`src/rtl/sirq_pkg.sv`:
```
package sirq_pkg;
  localparam logic [7:0] CMD_TXIP_RST = 8'h28;
  localparam logic [7:0] CMD_ERR_RST  = 8'h30;

  typedef enum logic [1:0] {
    SEL_CMD  = 2'd0,
    SEL_BASE = 2'd1,
    SEL_CTRL = 2'd2,
    SEL_NONE = 2'd3
  } wsel_e;

  typedef enum logic [2:0] {
    CODE_TX = 3'b000,
    CODE_RX = 3'b010,
    CODE_SP = 3'b011
  } code_e;

  typedef struct packed {
    logic sp;
    logic rx;
    logic tx;
  } pend_t;
endpackage

```
`src/rtl/sirq_regs.sv`:
```
module sirq_regs
  import sirq_pkg::*;
#(
  parameter int DW      = 8,
  parameter int CODE_W  = 3,
  parameter int MIE_BIT = 0,
  localparam int BASE_W = DW - CODE_W - 1
) (
  input  logic              clk,
  input  logic              rst_n,
  input  logic              wr_en,
  input  logic [1:0]        wr_sel,
  input  logic [DW-1:0]     wr_data,
  output logic              txip_clr,
  output logic              err_clr,
  output logic [BASE_W-1:0] base_q,
  output logic              mie_q
);
  logic              cmd_wr, base_wr, ctrl_wr;
  logic [BASE_W-1:0] base_d;
  logic              mie_d;

  always_comb begin
    cmd_wr   = wr_en && (wr_sel == SEL_CMD);
    base_wr  = wr_en && (wr_sel == SEL_BASE);
    ctrl_wr  = wr_en && (wr_sel == SEL_CTRL);
    txip_clr = cmd_wr && (wr_data == CMD_TXIP_RST);
    err_clr  = cmd_wr && (wr_data == CMD_ERR_RST);
    base_d   = base_q;
    mie_d    = mie_q;
    if (base_wr) base_d = wr_data[DW-1 -: BASE_W];
    if (ctrl_wr) mie_d  = wr_data[MIE_BIT];
  end

  always_ff @(posedge clk or negedge rst_n) begin
    if (!rst_n) begin
      base_q <= '0;
      mie_q  <= 1'b0;
    end else begin
      base_q <= base_d;
      mie_q  <= mie_d;
    end
  end

  // writes to the unused select never move base or enable
  p_nosel_quiet_r11: assert property (@(posedge clk) disable iff (!rst_n)
    (wr_en && wr_sel == SEL_NONE) |=> ($stable(base_q) && $stable(mie_q)));
endmodule

```
`src/rtl/sirq_src.sv`:
```
module sirq_src
  import sirq_pkg::*;
#(
  parameter int DW      = 8,
  parameter int PAR_BIT = 4,
  parameter int OVR_BIT = 5,
  parameter int FRM_BIT = 6,
  localparam int NERR   = 3
) (
  input  logic          clk,
  input  logic          rst_n,
  input  logic          tx_write,
  input  logic          tx_shift_load,
  input  logic          rx_char,
  input  logic          rx_read,
  input  logic          err_par,
  input  logic          err_ovr,
  input  logic          err_frm,
  input  logic          txip_clr,
  input  logic          err_clr,
  output pend_t         pend,
  output logic [DW-1:0] err_stat
);
  logic            tx_armed_q, tx_armed_d;
  logic            tx_pend_q, tx_pend_d;
  logic            rx_pend_q, rx_pend_d;
  logic [NERR-1:0] err_q, err_d, err_hit;
  logic            tx_fire;

  always_comb begin
    tx_fire    = tx_shift_load && tx_armed_q;
    // a write arms; a shift-load consumes the arm unless a new write lands
    tx_armed_d = tx_write | (tx_armed_q & ~tx_shift_load);
    tx_pend_d  = tx_fire | (tx_pend_q & ~txip_clr);
    rx_pend_d  = rx_char | (rx_pend_q & ~rx_read);
    err_hit    = {NERR{rx_char}} & {err_frm, err_ovr, err_par};
    err_d      = err_hit | (err_q & ~{NERR{err_clr}});
  end

  always_ff @(posedge clk or negedge rst_n) begin
    if (!rst_n) begin
      tx_armed_q <= 1'b0;
      tx_pend_q  <= 1'b0;
      rx_pend_q  <= 1'b0;
      err_q      <= '0;
    end else begin
      tx_armed_q <= tx_armed_d;
      tx_pend_q  <= tx_pend_d;
      rx_pend_q  <= rx_pend_d;
      err_q      <= err_d;
    end
  end

  always_comb begin
    err_stat          = '0;
    err_stat[PAR_BIT] = err_q[0];
    err_stat[OVR_BIT] = err_q[1];
    err_stat[FRM_BIT] = err_q[2];
    pend.sp = |err_q;
    pend.rx = rx_pend_q;
    pend.tx = tx_pend_q;
  end

  // transmit-empty rises only from a shift-load
  p_tx_from_shift_r2: assert property (@(posedge clk) disable iff (!rst_n)
    $rose(tx_pend_q) |-> $past(tx_shift_load));
  // the reset command drops the flag when no new fire coincides
  p_txip_clear_r4: assert property (@(posedge clk) disable iff (!rst_n)
    (txip_clr && !tx_fire) |=> !tx_pend_q);
  // a received character always leaves the flag set
  p_rx_set_r6: assert property (@(posedge clk) disable iff (!rst_n)
    rx_char |=> rx_pend_q);
  // latched errors hold without the reset command
  p_err_sticky_r8: assert property (@(posedge clk) disable iff (!rst_n)
    (|err_q && !err_clr) |=> (|err_q));
  // error status cannot rise without a character
  p_err_needs_char_r7: assert property (@(posedge clk) disable iff (!rst_n)
    $rose(|err_q) |-> $past(rx_char));
endmodule

```
`src/rtl/sirq_vec.sv`:
```
module sirq_vec
  import sirq_pkg::*;
#(
  parameter int DW      = 8,
  parameter int CODE_W  = 3,
  localparam int BASE_W = DW - CODE_W - 1
) (
  input  logic [BASE_W-1:0] base_q,
  input  pend_t             pend,
  output logic [DW-1:0]     vec,
  output logic              any_pend
);
  logic [CODE_W-1:0] code;
  logic              none;

  always_comb begin
    none = 1'b0;
    if (pend.sp)      code = CODE_SP;
    else if (pend.rx) code = CODE_RX;
    else if (pend.tx) code = CODE_TX;
    else begin
      code = CODE_SP;
      none = 1'b1;
    end
    any_pend = ~none;
    vec      = {base_q, code, none};
  end
endmodule

```
`src/rtl/sirq_prio.sv`:
```
module sirq_prio
  import sirq_pkg::*;
#(
  parameter int DW      = 8,
  parameter int CODE_W  = 3,
  parameter int MIE_BIT = 0,
  parameter int PAR_BIT = 4,
  parameter int OVR_BIT = 5,
  parameter int FRM_BIT = 6,
  localparam int BASE_W = DW - CODE_W - 1
) (
  input  logic          clk,
  input  logic          rst_n,
  input  logic          wr_en,
  input  logic [1:0]    wr_sel,
  input  logic [DW-1:0] wr_data,
  input  logic          tx_write,
  input  logic          tx_shift_load,
  input  logic          rx_char,
  input  logic          rx_read,
  input  logic          rx_err_parity,
  input  logic          rx_err_overrun,
  input  logic          rx_err_framing,
  output logic          irq,
  output logic [DW-1:0] vec_o,
  output logic [DW-1:0] err_stat_o
);
  logic              rst_meta_q, rst_sync_n;
  logic              txip_clr, err_clr, mie_q, any_pend;
  logic [BASE_W-1:0] base_q;
  pend_t             pend;
  logic              irq_d, irq_q;

  always_ff @(posedge clk or negedge rst_n) begin
    if (!rst_n) begin
      rst_meta_q <= 1'b0;
      rst_sync_n <= 1'b0;
    end else begin
      rst_meta_q <= 1'b1;
      rst_sync_n <= rst_meta_q;
    end
  end

  sirq_regs #(.DW(DW), .CODE_W(CODE_W), .MIE_BIT(MIE_BIT)) u_regs (
    .clk(clk), .rst_n(rst_sync_n), .wr_en(wr_en), .wr_sel(wr_sel),
    .wr_data(wr_data), .txip_clr(txip_clr), .err_clr(err_clr),
    .base_q(base_q), .mie_q(mie_q)
  );

  sirq_src #(.DW(DW), .PAR_BIT(PAR_BIT), .OVR_BIT(OVR_BIT), .FRM_BIT(FRM_BIT)) u_src (
    .clk(clk), .rst_n(rst_sync_n), .tx_write(tx_write),
    .tx_shift_load(tx_shift_load), .rx_char(rx_char), .rx_read(rx_read),
    .err_par(rx_err_parity), .err_ovr(rx_err_overrun), .err_frm(rx_err_framing),
    .txip_clr(txip_clr), .err_clr(err_clr), .pend(pend), .err_stat(err_stat_o)
  );

  sirq_vec #(.DW(DW), .CODE_W(CODE_W)) u_vec (
    .base_q(base_q), .pend(pend), .vec(vec_o), .any_pend(any_pend)
  );

  always_comb irq_d = mie_q & any_pend;

  always_ff @(posedge clk or negedge rst_sync_n) begin
    if (!rst_sync_n) irq_q <= 1'b0;
    else             irq_q <= irq_d;
  end

  assign irq = irq_q;

  // interrupt drops one cycle after the enable is clear
  p_irq_gated_r10: assert property (@(posedge clk) disable iff (!rst_sync_n)
    !mie_q |=> !irq_q);
  // a rising request needs enable and a pending source the cycle before
  p_irq_rise_r10: assert property (@(posedge clk) disable iff (!rst_sync_n)
    $rose(irq_q) |-> ($past(mie_q) && !$past(vec_o[0])));
  // error reset leaves no special code in the vector
  p_errrst_r9: assert property (@(posedge clk) disable iff (!rst_sync_n)
    (err_clr && !rx_char) |=> (err_stat_o == '0));
endmodule

```
`config.mk`:
```
export PLATFORM = sky130hd
export DESIGN_NAME = sirq_prio
export DESIGN_NICKNAME = d
export VERILOG_FILES = /design/src/rtl/sirq_pkg.sv /design/src/rtl/sirq_regs.sv /design/src/rtl/sirq_src.sv /design/src/rtl/sirq_vec.sv /design/src/rtl/sirq_prio.sv
export SDC_FILE = /design/constraint.sdc
export NUM_CORES = 1
export LEC_CHECK = 0
export BUFFER_PORTS_ARGS = -buffer_cell sky130_fd_sc_hd__clkbuf_2
export CORE_MARGIN = 3
export CORE_UTILIZATION = 41
export CTS_CLUSTER_DIAMETER = 80
export CTS_CLUSTER_SIZE = 25
export DETAILED_ROUTE_END_ITERATION = 7
export GPL_TIMING_DRIVEN = 0
export PLACE_DENSITY = 0.73
export SETUP_SLACK_MARGIN = 0.02
export SLEW_MARGIN = 30
export SYNTH_ARGS = -nofsm -noshare
export SYNTH_HDL_FRONTEND = slang
export SYNTH_SLANG_ARGS = --single-unit
export TNS_END_PERCENT = 20
```
`constraint.sdc`:
```
create_clock -name clk -period 1.55 [get_ports clk]
set_input_delay 0.31 -clock clk [delete_from_list [all_inputs] [get_ports clk]]
set_output_delay 0.31 -clock clk [all_outputs]
set_load 0.01 [all_outputs]
```
### After elaboration in Yosys (flattened, before gate mapping)

Cells that the tools add are included.

| storage, ports and cells | value |
|---|---|
| bits of input ports | 20 |
| logic and storage cells | 42 |
| output and inout port bits | 17 |
| register bits after elaboration | 14 |

| cells by class | value |
|---|---|
| bitwise logic cells | 15 |
| reductions and logical operators | 8 |
| mux-type cells | 6 |
| equality and inequality tests | 4 |

Operators with widths:

| kind | count |
|---|---|
| 8-bit by 6-bit == test with 1-bit output, second input constant | 2 |
| 3-bit AND | 2 |
| 1-bit logical AND | 6 |
| 3-bit two-way mux | 2 |
| 1-bit AND | 4 |
| 1-bit NOT | 4 |
| 1-bit two-way mux | 3 |
| 3-bit NOT | 1 |
| 1-bit bitwise OR | 3 |
| 3-bit bitwise OR | 1 |
| 3-bit OR reduction | 1 |
| 2-bit by 1-bit == test with 1-bit output, second input constant | 1 |
| 2-bit == test, second input constant | 1 |
| 2-bit zero test | 1 |
| 2-bit two-way mux | 1 |

### Logic depth before layout (Yosys ltp)

| logic depth | value |
|---|---|
| depth in word-level cells | 6 |
| mapped depth | 3 |
| mapped depth without buffers | 3 |

### By module

From an unflattened synthesis, not the netlist that was laid out.

| unflattened totals | value |
|---|---|
| cell total of the unflattened synthesis | 65 |
| area, all modules | 690.7 um2 |

Modules (own cells, without submodules):

| module | cells an instance | seq. area each (um2) | times used | area each (um2) |
|---|---|---|---|---|
| sirq_src | 31 | 150.1 | 1 | 284.0 |
| sirq_regs | 18 | 125.1 | 1 | 245.2 |
| sirq_prio | 5 | 75.1 | 1 | 85.1 |
| sirq_vec | 11 | 0.0 | 1 | 76.3 |

### Least setup slack after synthesis

OpenSTA, ideal clock, no wires.

| path | value |
|---|---|
| kind | register to output |
| from | register u_src.err_q[0] |
| to | output vec_o[0] |
| setup slack | 0.178 ns |
| stages on the path, launching flop included | 4 |
| arrival | 1.062 ns |
| data required time | 1.240 ns |
| buffers on the path | 1 |
| path through | dfrtp_1 -> nor3_1 -> nor3b_1 -> buf_4 |

| between the ends | value |
|---|---|
| word-level cells in the longest chain between the ends | 2 |

Ends and longest elaborated chain:

| element | RTL line | source |
|---|---|---|
| start, declared | sirq_src.sv:27 | `logic [NERR-1:0] err_q, err_d, err_hit;` |
| start signal, assigned | sirq_src.sv:50 | `err_q <= err_d;` |
| 3-bit OR reduction | sirq_src.sv:59 | `pend.sp = \|err_q;` |
| 1-bit two-way mux | sirq_vec.sv:18 | `if (pend.sp) code = CODE_SP;` |
| end, declared | sirq_prio.sv:25 | `output logic [DW-1:0] vec_o,` |

No other way between the ends.

### Worst setup path after layout

| path | value |
|---|---|
| from | register u_src.err_q[2] |
| to | output vec_o[0] |

The elaborated chain is that of the path after synthesis.

==> results.md <==
* Total gr overflow at 0
* Root buffer cell: clkbuf_4
* Worst R2R Setup Slack at 0.49 ns
* Seq cells post-synth at 14
* Switch share at 0.246
* Slew Viols, Final at 0
* Clock Latency Late Sink at 0.27 ns
* Worst r2r src: u_src.err_q[2]
* Worst hold path class: reg2async
* Max_cap viols at 0
* Synth warnings at 0
* Largest net degree at the start of global routing at 13
* CTS tree: yes
* Setup crit end kind: output port
* Clock share of power at 0.258
* Post-synth top area share at 0.552
* Nets@finish at 113
* Fin cells at approximately 110
* RSZ-0062 raised after global routing: true
* Pwr dens at ~850 nW/um2
* Routed Antenna Nets at 0
* First-pass GRT wire length at a little over 2 mm
* Final Util at 0.636
* DR iter-0 viols at 1
* Max H-tree Level at 1
* Via count at 497
* Worst-path clk slew at 0.07 ns
* Site row count at 13
* Die X at 45.3 um
* Post-synth top area cell: dfrtp_1
* Fraction of final layout cells with drive strength greater than 1 at 0.560
* Initial antenna violation count at 0
* HPWL after DPL at 1.02 mm
* Syn_area_per_cell at 12.7 um2
* Status: finished clean
* # DRC at 0
* Dpl cells at 100
* Type of the worst setup path: reg2out
* Synth area leaders: dfrtp_1 (55%), mux2_2 (8.9%), buf_4 (8.3%), a22o_1 (5.5%), nor4b_4 (3.7%)
* Area of the die at 2060 um2
* Tcrit/Tclk final at 0.984
* Post-synth EDFFs at 0
* Wire per inst at 11.3 um
* Comb pwr share at 0.177
* Max rail drop VDD at 0.000636 V
* Mapped Area at 634 um2
* Worst Setup Start Kind: flip-flop
* WP data arrival at 1.21 ns
* Synthesized instance count at 50
* # port buffers at 30
* Final Wtd Congestion at 0.654
* Worst setup margin at about 0.025 ns
* Flop pwr share at 0.565
* Number of global-route vias before repair at 508
* Final wirelength at roughly 1.2 mm
* CTS Sinks at 14
* Setup Viol. Count Final at 0
* Hold Violations, Final at 0
* Period minus WS final at ~1.5 ns
* Clk buf depth at 2
* Post-synth cell types at 17
* Avg Vias per Cell at approximately 4.7
* # IOs at 37
* Crit. Startpoint: u_src.err_q[2]
* GRT Util Overall at 0.144
* Most common cell in the netlist: dfrtp_1
* Seq/Total Area, Yosys at 0.552
* Cts bufs inserted at 3
* Post-synthesis async set-or-reset flop share at 1.00
* DRT Pass-1 Iters at 2
* Initial Util at 0.459
* Area of the core at between 1000 and 1500 um2
* Psw at 185 uW
* LEAKAGE at between 0.0004 and 0.0005 uW
* Internal at 566 uW
* F_max at 0.656 GHz
* Most frequent cells after synthesis: dfrtp_1 (14), buf_4 (7), mux2_2 (5)
* Critical path required time at between 1 and 1.5 ns
* Max Fanout on Critical Path at 2
* Pre-CTS WS at 0.00379 ns
* # diodes at 0
* Synthesis-to-layout area growth at 38.7%
* Dominant synthesized flop cell: dfrtp_1
* Die H at 45.3 um
* Worst Skew at 0.00190 ns
[cells in the final DEF, fill, tap and decap left out, types with 2 or more instances in the layout]
| cell type | count |
|---|---|
| nand3b_1 | 2 |
| mux2_2 | 5 |
| clkbuf_4 | 3 |
| inv_1 | 2 |
| buf_4 | 9 |
| nor2b_1 | 3 |
| dfrtp_1 | 14 |
| a22o_1 | 4 |
| conb_1 | 7 |
| a21o_1 | 2 |
| clkbuf_2 | 29 |
[what timing repair did]
action / 4_1_cts / 5_1_grt
setup buffers: 3 / 0
hold buffers: 1 / 0
gates resized for setup: 2 / 1
pin swaps: 1 / 0
hold endpoints to repair: 2 / 0
endpoints found under the setup margin: 3 / 3
[critical path, cell delays in order (launching register included)]
cell,delay (ns)
dfrtp_1,0.39
nor3_2,0.20
nor3b_2,0.20
buf_2,0.15
[state kept, by name, indices dropped and copies added, names as in the netlist]
register,flops
u_regs.base_q,4
u_src.err_q,3
irq,1
rst_meta_q,1
rst_sync_n,1
u_regs.mie_q,1
u_src.rx_pend_q,1
u_src.tx_armed_q,1
u_src.tx_pend_q,1
[cell type report]
| type | count | area (um2) |
|---|---|---|
| Clock buffer | 3 | 22.5 |
| Buffer | 6 | 45.0 |
| Inverter | 2 | 7.51 |
| Tap cell | 15 | 18.8 |
| Multi-Input combinational cell | 32 | 253 |
| Sequential cell | 14 | 350 |
| Fill cell | 124 | 503 |
| Timing Repair Buffer | 34 | 183 |
[power groups by stage]
stage | Combinational, uW | Sequential [uW] | Clock (uW)
6_report | 133 | 424 | 194
5_1_grt | 146 | 430 | 229
4_1_cts | 135 | 425 | 207
3_5_place_dp | 133 | 433 | 0
3_3_place_gp | 129 | 429 | 0
2_1_floorplan | 57.9 | 439 | 0
[cells by family after synthesis]
kind of cell,count (synthesis),synth area share
other,2,0.0118
buffers and inverters,9,0.0947
DFF,14,0.552
AOI/OAI and AO/OA,7,0.0868
and+or+nand+nor,13,0.166
muxes,5,0.0888
[per-layer routing]
layer,global-route usage,routed length [um]
met1,0.154,474
met2,0.240,588
met3,0.0757,123
met4,0.0526,9
met5,0,0
[final timing paths]
check,endpoint,cells past startpoint
max in group asynchronous,u_src.tx_armed_q,0
setup reg to reg,irq,4
setup / recovery,vec_o[0],3
min in group clk,u_src.tx_armed_q,2
hold reg to reg,u_regs.base_q[2],0
hold / removal,u_regs.base_q[2],0
[metrics by stage]
stage / area [um2] / hold slack [ns] / TNS, ns / total power [uW]
floorplan: 653 / 0.0144 / 0 / 497
global placement: 822 / 0.0962 / 0 / 557
detailed placement: 822 / 0.0980 / 0 / 565
CTS: 880 / 0.204 / -0.00214 / 767
global route: 880 / 0.210 / -0.172 / 805
finish: 880 / 0.191 / 0 / 750
(Power assumes the default switching activity.)
